File: config.mk
export PLATFORM = sky130hd
export DESIGN_NAME = rl_timer
export DESIGN_NICKNAME = d
export VERILOG_FILES = /design/src/rtl/rl_timer_pkg.sv /design/src/rtl/rl_timer_extin.sv /design/src/rtl/rl_timer_regif.sv /design/src/rtl/rl_timer_core.sv /design/src/rtl/rl_timer.sv
export SDC_FILE = /design/constraint.sdc
export NUM_CORES = 1
export LEC_CHECK = 0
export BUFFER_PORTS_ARGS = -buffer_cell sky130_fd_sc_hd__clkbuf_2
export CAP_MARGIN = 0
export CELL_PAD_IN_SITES_DETAIL_PLACEMENT = 2
export CELL_PAD_IN_SITES_GLOBAL_PLACEMENT = 2
export CORE_UTILIZATION = 35
export CTS_CLUSTER_SIZE = 28
export DETAILED_ROUTE_END_ITERATION = 10
export PLACE_DENSITY = 0.86
export SYNTH_ARGS = -nofsm -noshare
export SYNTH_HDL_FRONTEND = slang
export SYNTH_SLANG_ARGS = --single-unit
File: constraint.sdc
create_clock -name clk -period 3.5 [get_ports clk]
set_input_delay 0.7 -clock clk [delete_from_list [all_inputs] [get_ports clk]]
set_output_delay 0.7 -clock clk [all_outputs]
set_load 0.02 [all_outputs]
File: src/rtl/rl_timer_pkg.sv
package rl_timer_pkg;

  localparam int unsigned CTRL_W = 4;

  typedef enum logic [1:0] {
    SEL_CTRL   = 2'd0,
    SEL_COUNT  = 2'd1,
    SEL_RELOAD = 2'd2,
    SEL_STATUS = 2'd3
  } reg_sel_e;

  // Bit 0 = en, bit 1 = gate, bit 2 = xclk, bit 3 = ie
  typedef struct packed {
    logic ie;
    logic xclk;
    logic gate;
    logic en;
  } ctrl_t;

endpackage

File: src/rtl/rl_timer_extin.sv
module rl_timer_extin #(
  parameter int unsigned SYNC_STAGES = 2
) (
  input  logic clk,
  input  logic rst_n,
  input  logic ext_in,
  output logic ext_lvl,
  output logic ext_rise
);

  logic [SYNC_STAGES-1:0] sync_q;
  logic [SYNC_STAGES-1:0] sync_d;
  logic                   prev_q;
  logic                   prev_d;

  always_comb begin
    sync_d = {sync_q[SYNC_STAGES-2:0], ext_in};
    prev_d = sync_q[SYNC_STAGES-1];
  end

  always_ff @(posedge clk or negedge rst_n) begin
    if (!rst_n) begin
      sync_q <= '0;
      prev_q <= 1'b0;
    end else begin
      sync_q <= sync_d;
      prev_q <= prev_d;
    end
  end

  assign ext_lvl  = sync_q[SYNC_STAGES-1];
  assign ext_rise = ext_lvl & ~prev_q;

  AST_RISE_SINGLE: assert property (@(posedge clk) disable iff (!rst_n)
    ext_rise |=> !ext_rise) else $error("rise pulse longer than one cycle");

endmodule

File: src/rtl/rl_timer_regif.sv
module rl_timer_regif
  import rl_timer_pkg::*;
#(
  parameter int unsigned DATA_W = 32,
  parameter int unsigned ADDR_W = 8
) (
  input  logic              clk,
  input  logic              rst_n,
  input  logic              reg_valid,
  input  logic              reg_write,
  input  logic [ADDR_W-1:0] reg_addr,
  input  logic [CTRL_W-1:0] wdata_lo,
  input  logic [DATA_W-1:0] count_q,
  input  logic [DATA_W-1:0] reload_q,
  input  logic              status_q,
  output ctrl_t             ctrl_q,
  output ctrl_t             ctrl_nxt,
  output logic              wr_count,
  output logic              wr_reload,
  output logic              wr_status,
  output logic [DATA_W-1:0] reg_rdata
);

  localparam int unsigned SEL_LSB = 2;
  localparam int unsigned SEL_MSB = SEL_LSB + 1;

  logic     addr_ok;
  logic     wr_hit;
  logic     rd_hit;
  logic     wr_ctrl;
  reg_sel_e sel;

  always_comb begin
    addr_ok   = (reg_addr[SEL_LSB-1:0] == '0) && (reg_addr[ADDR_W-1:SEL_MSB+1] == '0);
    sel       = reg_sel_e'(reg_addr[SEL_MSB:SEL_LSB]);
    wr_hit    = reg_valid & reg_write & addr_ok;
    rd_hit    = reg_valid & ~reg_write & addr_ok;
    wr_ctrl   = wr_hit & (sel == SEL_CTRL);
    wr_count  = wr_hit & (sel == SEL_COUNT);
    wr_reload = wr_hit & (sel == SEL_RELOAD);
    wr_status = wr_hit & (sel == SEL_STATUS);
    ctrl_nxt  = wr_ctrl ? ctrl_t'(wdata_lo) : ctrl_q;
  end

  always_ff @(posedge clk or negedge rst_n) begin
    if (!rst_n) begin
      ctrl_q <= '0;
    end else if (wr_ctrl) begin
      ctrl_q <= ctrl_nxt;
    end
  end

  always_comb begin
    reg_rdata = '0;
    if (rd_hit) begin
      unique case (sel)
        SEL_CTRL:   reg_rdata = {{(DATA_W-CTRL_W){1'b0}}, ctrl_q};
        SEL_COUNT:  reg_rdata = count_q;
        SEL_RELOAD: reg_rdata = reload_q;
        SEL_STATUS: reg_rdata = {{(DATA_W-1){1'b0}}, status_q};
        default:    reg_rdata = '0;
      endcase
    end
  end

  AST_CTRL_WRITE: assert property (@(posedge clk) disable iff (!rst_n)
    wr_ctrl |=> ctrl_q == $past(wdata_lo)) else $error("control write lost");

  AST_BAD_ADDR_RD: assert property (@(posedge clk) disable iff (!rst_n)
    (reg_valid && !addr_ok) |-> reg_rdata == '0) else $error("read on bad address");

endmodule

File: src/rtl/rl_timer_core.sv
module rl_timer_core
  import rl_timer_pkg::*;
#(
  parameter int unsigned DATA_W = 32
) (
  input  logic              clk,
  input  logic              rst_n,
  input  ctrl_t             ctrl_q,
  input  ctrl_t             ctrl_nxt,
  input  logic              ext_lvl,
  input  logic              ext_rise,
  input  logic              wr_count,
  input  logic              wr_reload,
  input  logic              wr_status,
  input  logic [DATA_W-1:0] wdata,
  output logic [DATA_W-1:0] count_q,
  output logic [DATA_W-1:0] reload_q,
  output logic              status_q,
  output logic              irq_o
);

  localparam logic [DATA_W-1:0] ONE = DATA_W'(1);

  logic              tick;
  logic              at_one;
  logic              at_zero;
  logic              sw_cnt;
  logic              hw_set;
  logic              cnt_ld;
  logic [DATA_W-1:0] count_d;
  logic              status_d;
  logic              irq_d;

  always_comb begin
    tick    = ctrl_q.en & (~ctrl_q.gate | ext_lvl) & (~ctrl_q.xclk | ext_rise);
    at_one  = (count_q == ONE);
    at_zero = (count_q == '0);
    sw_cnt  = wr_count | wr_reload;
    hw_set  = tick & at_one & ~sw_cnt;
    cnt_ld  = sw_cnt | tick;

    if (sw_cnt) begin
      count_d = wdata;
    end else if (at_one || at_zero) begin
      count_d = reload_q;
    end else begin
      count_d = count_q - ONE;
    end

    status_d = hw_set | (status_q & ~(wr_status & wdata[0]));
    irq_d    = status_d & ctrl_nxt.ie;
  end

  always_ff @(posedge clk or negedge rst_n) begin
    if (!rst_n) begin
      count_q <= '0;
    end else if (cnt_ld) begin
      count_q <= count_d;
    end
  end

  always_ff @(posedge clk or negedge rst_n) begin
    if (!rst_n) begin
      reload_q <= '0;
    end else if (wr_reload) begin
      reload_q <= wdata;
    end
  end

  always_ff @(posedge clk or negedge rst_n) begin
    if (!rst_n) begin
      status_q <= 1'b0;
      irq_o    <= 1'b0;
    end else begin
      status_q <= status_d;
      irq_o    <= irq_d;
    end
  end

  AST_HOLD_WHEN_OFF: assert property (@(posedge clk) disable iff (!rst_n)
    (!ctrl_q.en && !wr_count && !wr_reload) |=> $stable(count_q)) else $error("count moved while off");

  AST_STEP_DOWN: assert property (@(posedge clk) disable iff (!rst_n)
    (tick && count_q > ONE && !wr_count && !wr_reload) |=> count_q == $past(count_q) - ONE) else $error("bad step");

  AST_EXPIRE: assert property (@(posedge clk) disable iff (!rst_n)
    (tick && at_one && !wr_count && !wr_reload) |=> (status_q && count_q == $past(reload_q))) else $error("expiry wrong");

  AST_ZERO_STAYS: assert property (@(posedge clk) disable iff (!rst_n)
    (at_zero && reload_q == '0 && !wr_count && !wr_reload) |=> count_q == '0) else $error("zero count moved");

  AST_SET_WINS: assert property (@(posedge clk) disable iff (!rst_n)
    hw_set |=> status_q) else $error("event flag lost");

  AST_IRQ_MATCH: assert property (@(posedge clk) disable iff (!rst_n)
    irq_o == (status_q & ctrl_q.ie)) else $error("irq mismatch");

endmodule

File: src/rtl/rl_timer.sv
module rl_timer
  import rl_timer_pkg::*;
#(
  parameter int unsigned DATA_W      = 32,
  parameter int unsigned ADDR_W      = 8,
  parameter int unsigned SYNC_STAGES = 2
) (
  input  logic              clk,
  input  logic              rst_n,
  input  logic              reg_valid,
  input  logic              reg_write,
  input  logic [ADDR_W-1:0] reg_addr,
  input  logic [DATA_W-1:0] reg_wdata,
  output logic [DATA_W-1:0] reg_rdata,
  input  logic              ext_in,
  output logic              irq_o
);

  ctrl_t             ctrl_q;
  ctrl_t             ctrl_nxt;
  logic              wr_count;
  logic              wr_reload;
  logic              wr_status;
  logic              ext_lvl;
  logic              ext_rise;
  logic [DATA_W-1:0] count_q;
  logic [DATA_W-1:0] reload_q;
  logic              status_q;

  rl_timer_extin #(
    .SYNC_STAGES(SYNC_STAGES)
  ) extin_i (
    .clk      (clk),
    .rst_n    (rst_n),
    .ext_in   (ext_in),
    .ext_lvl  (ext_lvl),
    .ext_rise (ext_rise)
  );

  rl_timer_regif #(
    .DATA_W(DATA_W),
    .ADDR_W(ADDR_W)
  ) regif_i (
    .clk       (clk),
    .rst_n     (rst_n),
    .reg_valid (reg_valid),
    .reg_write (reg_write),
    .reg_addr  (reg_addr),
    .wdata_lo  (reg_wdata[CTRL_W-1:0]),
    .count_q   (count_q),
    .reload_q  (reload_q),
    .status_q  (status_q),
    .ctrl_q    (ctrl_q),
    .ctrl_nxt  (ctrl_nxt),
    .wr_count  (wr_count),
    .wr_reload (wr_reload),
    .wr_status (wr_status),
    .reg_rdata (reg_rdata)
  );

  rl_timer_core #(
    .DATA_W(DATA_W)
  ) core_i (
    .clk       (clk),
    .rst_n     (rst_n),
    .ctrl_q    (ctrl_q),
    .ctrl_nxt  (ctrl_nxt),
    .ext_lvl   (ext_lvl),
    .ext_rise  (ext_rise),
    .wr_count  (wr_count),
    .wr_reload (wr_reload),
    .wr_status (wr_status),
    .wdata     (reg_wdata),
    .count_q   (count_q),
    .reload_q  (reload_q),
    .status_q  (status_q),
    .irq_o     (irq_o)
  );

endmodule

==> impl_metrics.json, run 1 <==
{
  "core.rowCount": 40,
  "seq_area_frac_synth_pct": 42.3,
  "htree_levels": 3,
  "grt_use_total_pct": 26.3,
  "worstPathRequired_ns": 2.80,
  "n_antenna_cell": 0,
  "grt_pass1_wl_mm": 25.6,
  "drive_above_1_share_pct": 29.1,
  "netlist_top_cells_area": "dfrtp_1 (42%), a22oi_1 (8.9%), mux2_2 (8.9%)",
  "rsz0062_at_grt": "no",
  "layout_min_cycle_time_ns": 2.94,
  "post_drt_via_cell_ratio": 6.02,
  "worstSetupStartpointType": "input pin",
  "relSlewSlack_pct": 33.7,
  "hold_violations": 0,
  "finalSetupViolations": 0,
  "cts_buffer_depth": 2,
  "ant_nets": 0,
  "gp_congestion": 0.832,
  "ys.flop_type": "dfrtp_1",
  "yosys.area.top_type": "dfrtp_1",
  "postCtsSetupBuffers": 0,
  "skew_ns": 0.00790,
  "finalWirelength_mm": 15.6,
  "clk_latency_ns": 0.35,
  "fmax_ghz": 0.341,
  "yosysWarnings": 0,
  "fin_nets": 581,
  "clk_pin_slew_worst_paths_ns": 0.06,
  "vias": 4111,
  "ys_ff_latch": 73,
  "die_w_um": 113,
  "antenna_found_initial": 0,
  "synth_edf_count": 0,
  "die_h_um": 113,
  "leakage_nw": 2.34,
  "clock-sinks": 73,
  "cts_resized": 0,
  "syn_area_per_cell_um2": 9.40,
  "layout_common_cells": "clkbuf_2 (76), dfrtp_1 (73), nor2_1 (63)",
  "crit_type": "input pin to primary output",
  "vdd_drop_max_v": 0.000259,
  "drt_first_pass_iters": 4,
  "yosysUniqueCellTypes": 49,
  "io_buffers": 77,
  "syn_area_um2": 4310,
  "worst_slew_pin_slew_ns": 0.995,
  "maxCapViolations": 0,
  "status": "finished clean",
  "synthesis.nets": 506,
  "cts_tree": "done",
  "post_dp_cell_area_um2": 4920,
  "start_util_pct": 35.9,
  "synthArstFlopShare_pct": 100,
  "gr-total-overflow": 0,
  "drt-initial-drc-count": 162,
  "r2r_slack_ns": 0.65,
  "cts-root-buf": "clkbuf_16",
  "slew_viol_final": 0,
  "setup_tns_ns": 0,
  "cts-hold-fix-buffers": 0,
  "dp_hpwl_mm": 10.7,
  "final_area_um2": 5190,
  "final_common_cell": "clkbuf_2",
  "route.detailed.drc": 0,
  "area_growth_syn_to_layout_pct": 20.3,
  "hold_class": "flip-flop to flip-flop",
  "fin_crit_sh_pct": 83.9,
  "core_um2": 12000,
  "io_pins": 78,
  "cts_inserted_buffers": 9,
  "worstPathMaxFanout": 26,
  "worstPathArrival_ns": 2.24,
  "worst_setup_path_end_kind": "primary output",
  "netlist_instances": 459,
  "dieArea_um2": 12800,
  "grt_max_degree": 74,
  "wire_per_inst_um": 22.9,
  "synth_top_area_share_pct": 42.3,
  "powerDensity_nw_per_um2": 696,
  "grt_pass1_vias": 4587
}
## through the flow
| stage | hold WS [ns] | std cells | utilization [%] | total power [mW] | worst slack (ns) |
|---|---|---|---|---|---|
| final | 0.349 | 683 | 43.2 | 3.61 | 0.565 |
| after global routing | 0.364 | 683 | 43.2 | 3.86 | 0.522 |
| after CTS | 0.355 | 683 | 43.2 | 3.63 | 0.595 |
| after detailed placement | 0.342 | 670 | 41.0 | 2.70 | 0.563 |
| after global placement | 0.333 | 670 | 41.0 | 2.58 | 0.719 |
| after floorplan | 0.331 | 459 | - | 2.17 | 0.609 |
## synthesized netlist by cell type (8+ instances only)
cell type	count
a21oi_1	8
a22oi_1	51
clkbuf_1	28
dfrtp_1	73
mux2_2	34
mux2i_1	10
nand2_1	18
nand3_1	8
nor2_1	64
nor3_1	14
o21ai_0	43
xor2_1	19
## power breakdown
part           internal, mW  switching (mW)
Clock                 0.526           0.352
Combinational         0.570           0.913
Sequential            0.993           0.259
Total                  2.09            1.52
## metal layers
| metal | wire length [um] | vias to the layer above | share of wire [%] | global-route usage, % |
|---|---|---|---|---|
| li1 | - | 1850 | - | - |
| met1 | 6560 | 2105 | 42 | 32.9 |
| met2 | 7840 | 117 | 50 | 44.8 |
| met3 | 736 | 39 | 4.7 | 4.82 |
| met4 | 505 | 0 | 3.2 | 10.4 |
| met5 | 0 | - | 0 | 0 |
## cell type report
class,count,area (um^2)
fill,1323,6820
multi-input combinational,348,2350
sequential,73,1830
timing repair buffer,97,538
clock buffer,13,270
tap,147,184
inverter,5,18.8
## kinds of logic after synthesis
group | Yosys count | synth area share, %
fa+ha+maj | 2 | 0.580
buf+inv | 38 | 3.63
mux | 45 | 11.7
xor+xnor | 24 | 4.87
flops | 73 | 42.3
simple gates | 144 | 16.2
compound gates | 133 | 20.7
## worst paths after layout
| check | end | depth (start not counted) | startpoint |
|---|---|---|---|
| max in group asynchronous | core_i.reload_q[30] | 1 | rst_n |
| worst max register to register | core_i.count_q[7] | 6 | core_i.count_q[24] |
| worst min register to register | extin_i.sync_q[1] | 0 | extin_i.sync_q[0] |
| min in group asynchronous | core_i.count_q[6] | 1 | rst_n |
| worst min-delay path | extin_i.sync_q[1] | 0 | extin_i.sync_q[0] |
| worst max-delay path | reg_rdata[14] | 6 | reg_valid |
## flip-flops by register name, indices dropped and copies added (netlist names)
signal	flops
core_i.count_q	32
core_i.irq_o	1
core_i.reload_q	32
core_i.status_q	1
extin_i.prev_q	1
extin_i.sync_q	2
regif_i.ctrl_q	4
## worst max-delay path: stages
cell,delay (ns)
clkbuf_2,0.11
nor3b_1,0.57
nand3b_1,0.19
buf_4,0.28
nor2_1,0.17
clkbuf_2,0.20
No activity file was read; power rests on OpenSTA's default activity.
==> run 2, diff against run 1 <==
==> constraint.sdc (replaced) <==
create_clock -name clk -period 2.81 [get_ports clk]
set_input_delay 0.562 -clock clk [delete_from_list [all_inputs] [get_ports clk]]
set_output_delay 0.562 -clock clk [all_outputs]
set_load 0.02 [all_outputs]
==> impl_metrics.json, run 2 (synthesis gave the netlist of run 1 again) <==
{
  "status": "finished clean",
  "grt_pass1_vias": 4840,
  "htree_levels": 3,
  "r2r_cells": 6,
  "gr-total-overflow": 0,
  "grt_use_met3_pct": 5.09,
  "relSlewSlack_pct": 31.4,
  "largestRegisters": "core_i.count_q x32, core_i.reload_q x32, regif_i.ctrl_q x4",
  "fmax_ghz": 0.365,
  "met1_usage_pct": 31.1,
  "postCtsSetupBuffers": 0,
  "layout_min_cycle_time_ns": 2.74,
  "path_buf_inv": 0,
  "grt_use_total_pct": 27.1,
  "post_drt_via_cell_ratio": 6.03,
  "leakage_nw": 2.44,
  "core_um2": 12000,
  "slowest_delay_ns": 0.69,
  "rsz0062_at_grt": "no",
  "worst_slew_pin_slew_ns": 1.03,
  "whs_endpoint": "extin_i.sync_q[0]",
  "start_util_pct": 35.9,
  "worstPathRequired_ns": 3.04,
  "worstPathMaxFanout": 26,
  "dp_hpwl_mm": 11.7,
  "grt_pass1_wl_mm": 26.4,
  "crit_type": "flip-flop to flip-flop",
  "antenna_found_initial": 0,
  "gp_congestion": 0.883,
  "critical-path-top-delay-family": "simple AND/OR/NAND/NOR gates",
  "use_met2_pct": 49.5,
  "final_area_um2": 5370,
  "timing.rr.start": "core_i.count_q[25]",
  "slew_viol_final": 0,
  "area_growth_syn_to_layout_pct": 24.4,
  "wire_per_inst_um": 23.6,
  "die_w_um": 113,
  "fin_crit_sh_pct": 97.5,
  "worstPathArrival_ns": 2.97,
  "die_h_um": 113,
  "hold_class": "input pin to flip-flop",
  "cts_buffer_depth": 2,
  "drt_first_pass_iters": 4,
  "r2r_end": "core_i.count_q[7]",
  "clock-sinks": 73,
  "finalWirelength_mm": 16.5,
  "critical_path.slowest_cell": "or4_4",
  "maxCapViolations": 0,
  "route.detailed.drc": 0,
  "dieArea_um2": 12800,
  "worstSetupStartpointType": "flip-flop",
  "gr-max-usage-layer": "met2",
  "cp.depth": 6,
  "ant_nets": 0,
  "cts_tree": "done",
  "setup_tns_ns": 0,
  "whs_path_depth": 1,
  "io_pins": 78,
  "hold_violations": 0,
  "min_from": "ext_in",
  "vdd_drop_max_v": 0.000402,
  "worst_setup_path_end_kind": "flip-flop",
  "drt-initial-drc-count": 185,
  "skew_ns": 0.00534,
  "cts_inserted_buffers": 9,
  "grt_max_degree": 74,
  "r2r_slack_ns": 0.07,
  "final_util_pct": 44.7,
  "cp_common_cell": "or4_4",
  "layout_common_cells": "clkbuf_2 (76), dfrtp_1 (73), nor2_1 (63)",
  "fin_nets": 596,
  "path_cells": "or4_4 > or3_4 > or4_4 > nor2_2 > a211oi_1 > a221o_1",
  "finalSetupViolations": 0,
  "core.rowCount": 40,
  "io_buffers": 77,
  "clk_pin_slew_worst_paths_ns": 0.06,
  "powerDensity_nw_per_um2": 913,
  "cts-root-buf": "clkbuf_16",
  "critPathLaunch": "core_i.count_q[25]",
  "n_antenna_cell": 0,
  "drive_above_1_share_pct": 31.8,
  "vias": 4230,
  "final_common_cell": "clkbuf_2",
  "clk_latency_ns": 0.35,
  "post_dp_cell_area_um2": 5030
}
## run 2: cell count changes in the layout (fill, tap and decap cells not counted)
cell,change
clkbuf_1,-1
o21ai_1,+1
clkinvlp_4,+1
clkbuf_8,-1
nor4_2,+1
nor4_1,-1
bufinv_16,+2
clkinv_2,+2
buf_4,+15
o21ai_0,-1
## run 2: final cells by class
class	count	area, um^2
Fill cell	1324	6640
Multi-Input combinational cell	348	2360
Sequential cell	73	1830
Timing Repair Buffer	112	651
Clock buffer	11	253
Tap cell	147	184
Clock inverter	5	77.6
Inverter	5	18.8
## run 2: worst register-to-register path: cells and delay by family, from the launching register on
family	cells	cell delay [ns]
flip-flops	1	0.43
AND/OR/NAND/NOR	4	1.83
AO/OA/AOI/OAI	2	0.36
## run 2: repair_timing
action / CTS / global route
resized for setup: 0 / 2
endpoints found under the setup margin: 0 / 8
hold buffers: 0 / 0
## run 2: layer usage
layer,share of wire [%],vias to the layer above
met5,0,-
met4,2.5,0
met3,3.6,35
met2,53,121
met1,41,2196
li1,-,1878
## run 2: worst max-delay path by stage
| stage | end |
|---|---|
| 6_report | core_i.count_q[7] |
| 5_1_grt | core_i.count_q[7] |
| 4_1_cts | core_i.count_q[2] |
| 3_5_place_dp | core_i.count_q[2] |
| 3_3_place_gp | core_i.count_q[5] |
| 2_1_floorplan | core_i.reload_q[1] |
## run 2: stage by stage
step	hold WS [ns]	cells	power [mW]	setup slack [ns]
6_report	0.324	701	4.90	0.0703
5_1_grt	0.321	701	5.17	0.000573
4_1_cts	0.319	701	4.90	0.0218
3_5_place_dp	0.340	685	3.51	0.0310
3_3_place_gp	0.334	685	3.33	0.168
2_1_floorplan	0.266	459	2.70	0.175
## run 2: where the power goes
group          switching (mW)  internal [mW]  total [mW]  leakage (nW)
Combinational            1.23          0.802        2.03          1.31
Sequential              0.322           1.24        1.56         0.975
Clock                   0.485          0.823        1.31         0.162
==> run 3, diff against run 2 <==
--- a/config.mk
+++ b/config.mk
@@ -13,6 +13,7 @@
 export CTS_CLUSTER_SIZE = 28
 export DETAILED_ROUTE_END_ITERATION = 10
 export PLACE_DENSITY = 0.86
+export SETUP_SLACK_MARGIN = 0.2
 export SYNTH_ARGS = -nofsm -noshare
 export SYNTH_HDL_FRONTEND = slang
 export SYNTH_SLANG_ARGS = --single-unit
==> impl_metrics.json, run 3 (synthesis gave the netlist of run 1 again) <==
{
  "hold_slack_ns": 0.194,
  "fin_crit_sh_pct": 92.3,
  "r2r_cells": 7,
  "layout_common_cells": "clkbuf_2 (76), dfrtp_1 (73), a22oi_1 (51)",
  "grt_max_degree": 31,
  "powerDensity_nw_per_um2": 901,
  "final_common_cell": "clkbuf_2",
  "dp_hpwl_mm": 11.9,
  "path_buf_inv": 1,
  "area_growth_syn_to_layout_pct": 26.5,
  "multi_input_area_um2": 2420,
  "skew_ns": 0.00905,
  "finalSetupViolations": 0,
  "path_cells": "or4_4 > or3_4 > or4_4 > buf_12 > nor2_2 > a211oi_1 > a221o_1",
  "rsz0062_at_grt": "yes",
  "crit_type": "flip-flop to flip-flop",
  "io_pins": 78,
  "die_h_um": 113,
  "gp_congestion": 0.830,
  "worstPathMaxFanout": 17,
  "route.detailed.drc": 0,
  "cp_common_cell": "or4_4",
  "critPathLaunch": "core_i.count_q[25]",
  "regArea_um2": 1830,
  "post_drt_via_cell_ratio": 6.09,
  "clock-sinks": 73,
  "timing.rr.start": "core_i.count_q[25]",
  "n_antenna_cell": 0,
  "grt_pass1_wl_mm": 27.3,
  "largestRegisters": "core_i.count_q x32, core_i.reload_q x32, regif_i.ctrl_q x4",
  "ant_nets": 0,
  "critical-path-top-delay-family": "simple AND/OR/NAND/NOR gates",
  "cts-hold-fix-buffers": 0,
  "maxCapViolations": 0,
  "status": "finished clean",
  "slowest_delay_ns": 0.57,
  "worst_setup_path_end_kind": "flip-flop",
  "finalWirelength_mm": 17.0,
  "worstSetupStartpointType": "flip-flop",
  "cp.depth": 7,
  "grt_use_total_pct": 28.3,
  "setup_tns_ns": 0,
  "critical_path.slowest_cell": "or4_4",
  "worstPathArrival_ns": 2.82,
  "gr-total-overflow": 0,
  "cts_tree": "done",
  "drt_first_pass_iters": 4,
  "r2r_slack_ns": 0.22,
  "vias": 4273,
  "core_um2": 12000,
  "io_buffers": 77,
  "cts_buffer_depth": 2,
  "fmax_ghz": 0.386,
  "crit_end": "core_i.count_q[8]",
  "hold_violations": 0,
  "grt_pass1_vias": 4856,
  "die_w_um": 113,
  "drive_above_1_share_pct": 35.3,
  "r2r_end": "core_i.count_q[8]",
  "dieArea_um2": 12800,
  "fin_nets": 597,
  "slew_viol_final": 0,
  "leakage_nw": 2.45,
  "start_util_pct": 35.9,
  "clk_latency_ns": 0.36,
  "clk_pin_slew_worst_paths_ns": 0.06,
  "relSlewSlack_pct": 56.1,
  "cts-root-buf": "clkbuf_16",
  "core.rowCount": 40,
  "antenna_found_initial": 0,
  "wire_per_inst_um": 24.2,
  "layout_min_cycle_time_ns": 2.59,
  "hold_class": "input pin to async pin",
  "fillers": 1304,
  "worst_slew_pin_slew_ns": 0.651,
  "cts_inserted_buffers": 9,
  "drt-initial-drc-count": 244,
  "vdd_drop_max_v": 0.000356,
  "htree_levels": 3,
  "worstPathRequired_ns": 3.04
}
## run 3: cell count changes in the layout (fill, tap and decap cells not counted), sizes merged
cell,before,now
clkinvlp,1,2
clkbuf,87,88
buf,36,37
clkinv,2,0
## run 3: repair_timing
action                     in CTS  in global routing
resized for setup               0                  3
setup endpoints to repair      17                  7
pin swaps                       2                  0
hold endpoints to repair        0                  0
buffers inserted                2                  0
cloned                          0                  0
## run 3: metal layers
layer / global-route usage, % / up-vias / share of wire [%]
li1: - / 1890 / -
met4: 12.9 / 0 / 2.9
met3: 3.96 / 34 / 3.5
met1: 33.1 / 2237 / 41
met5: 0 / - / 0
met2: 51.2 / 112 / 53
## run 3: metrics by stage
step                      util, %  power, mW  instance area [um^2]  setup slack [ns]  std cells
after floorplan                 -       2.70                  4370             0.231        459
after global placement       42.4       3.31                  5090             0.154        684
after detailed placement     42.4       3.50                  5090            0.0373        684
after CTS                    45.4       4.90                  5450             0.215        702
after global routing         45.4       5.16                  5460             0.152        702
final                        45.4       4.92                  5460             0.216        702
## run 3: worst min-delay path by stage
stage | from | to | cells past startpoint | slack, ns
3_5_place_dp | extin_i.sync_q[0] | extin_i.sync_q[1] | 0 | 0.34
6_report | rst_n | core_i.irq_o | 1 | 0.19
4_1_cts | rst_n | core_i.irq_o | 1 | 0.21
5_1_grt | rst_n | core_i.irq_o | 1 | 0.24
3_3_place_gp | extin_i.sync_q[0] | extin_i.sync_q[1] | 0 | 0.34
2_1_floorplan | rst_n | core_i.count_q[0] | 0 | 0.27
## run 3: worst reg2reg max path, cell delays in order (launching register included)
cell	delay, ns
dfrtp_1	0.38
or4_4	0.57
or3_4	0.37
or4_4	0.52
buf_12	0.17
nor2_2	0.09
a211oi_1	0.05
a221o_1	0.30
## run 3: power by group
part | total [mW] | switching, mW | internal, mW
clock | 1.32 | 0.497 | 0.827
sequential | 1.56 | 0.327 | 1.24
combinational | 2.03 | 1.24 | 0.792
total | 4.92 | 2.06 | 2.85
## run 3: area by class of cell
type	instances	area share, %
Timing Repair Buffer	113	12.5
Clock buffer	12	4.70
Multi-Input combinational cell	348	44.3
Clock inverter	4	1.38
Tap cell	147	3.37
Inverter	5	0.344
Sequential cell	73	33.5
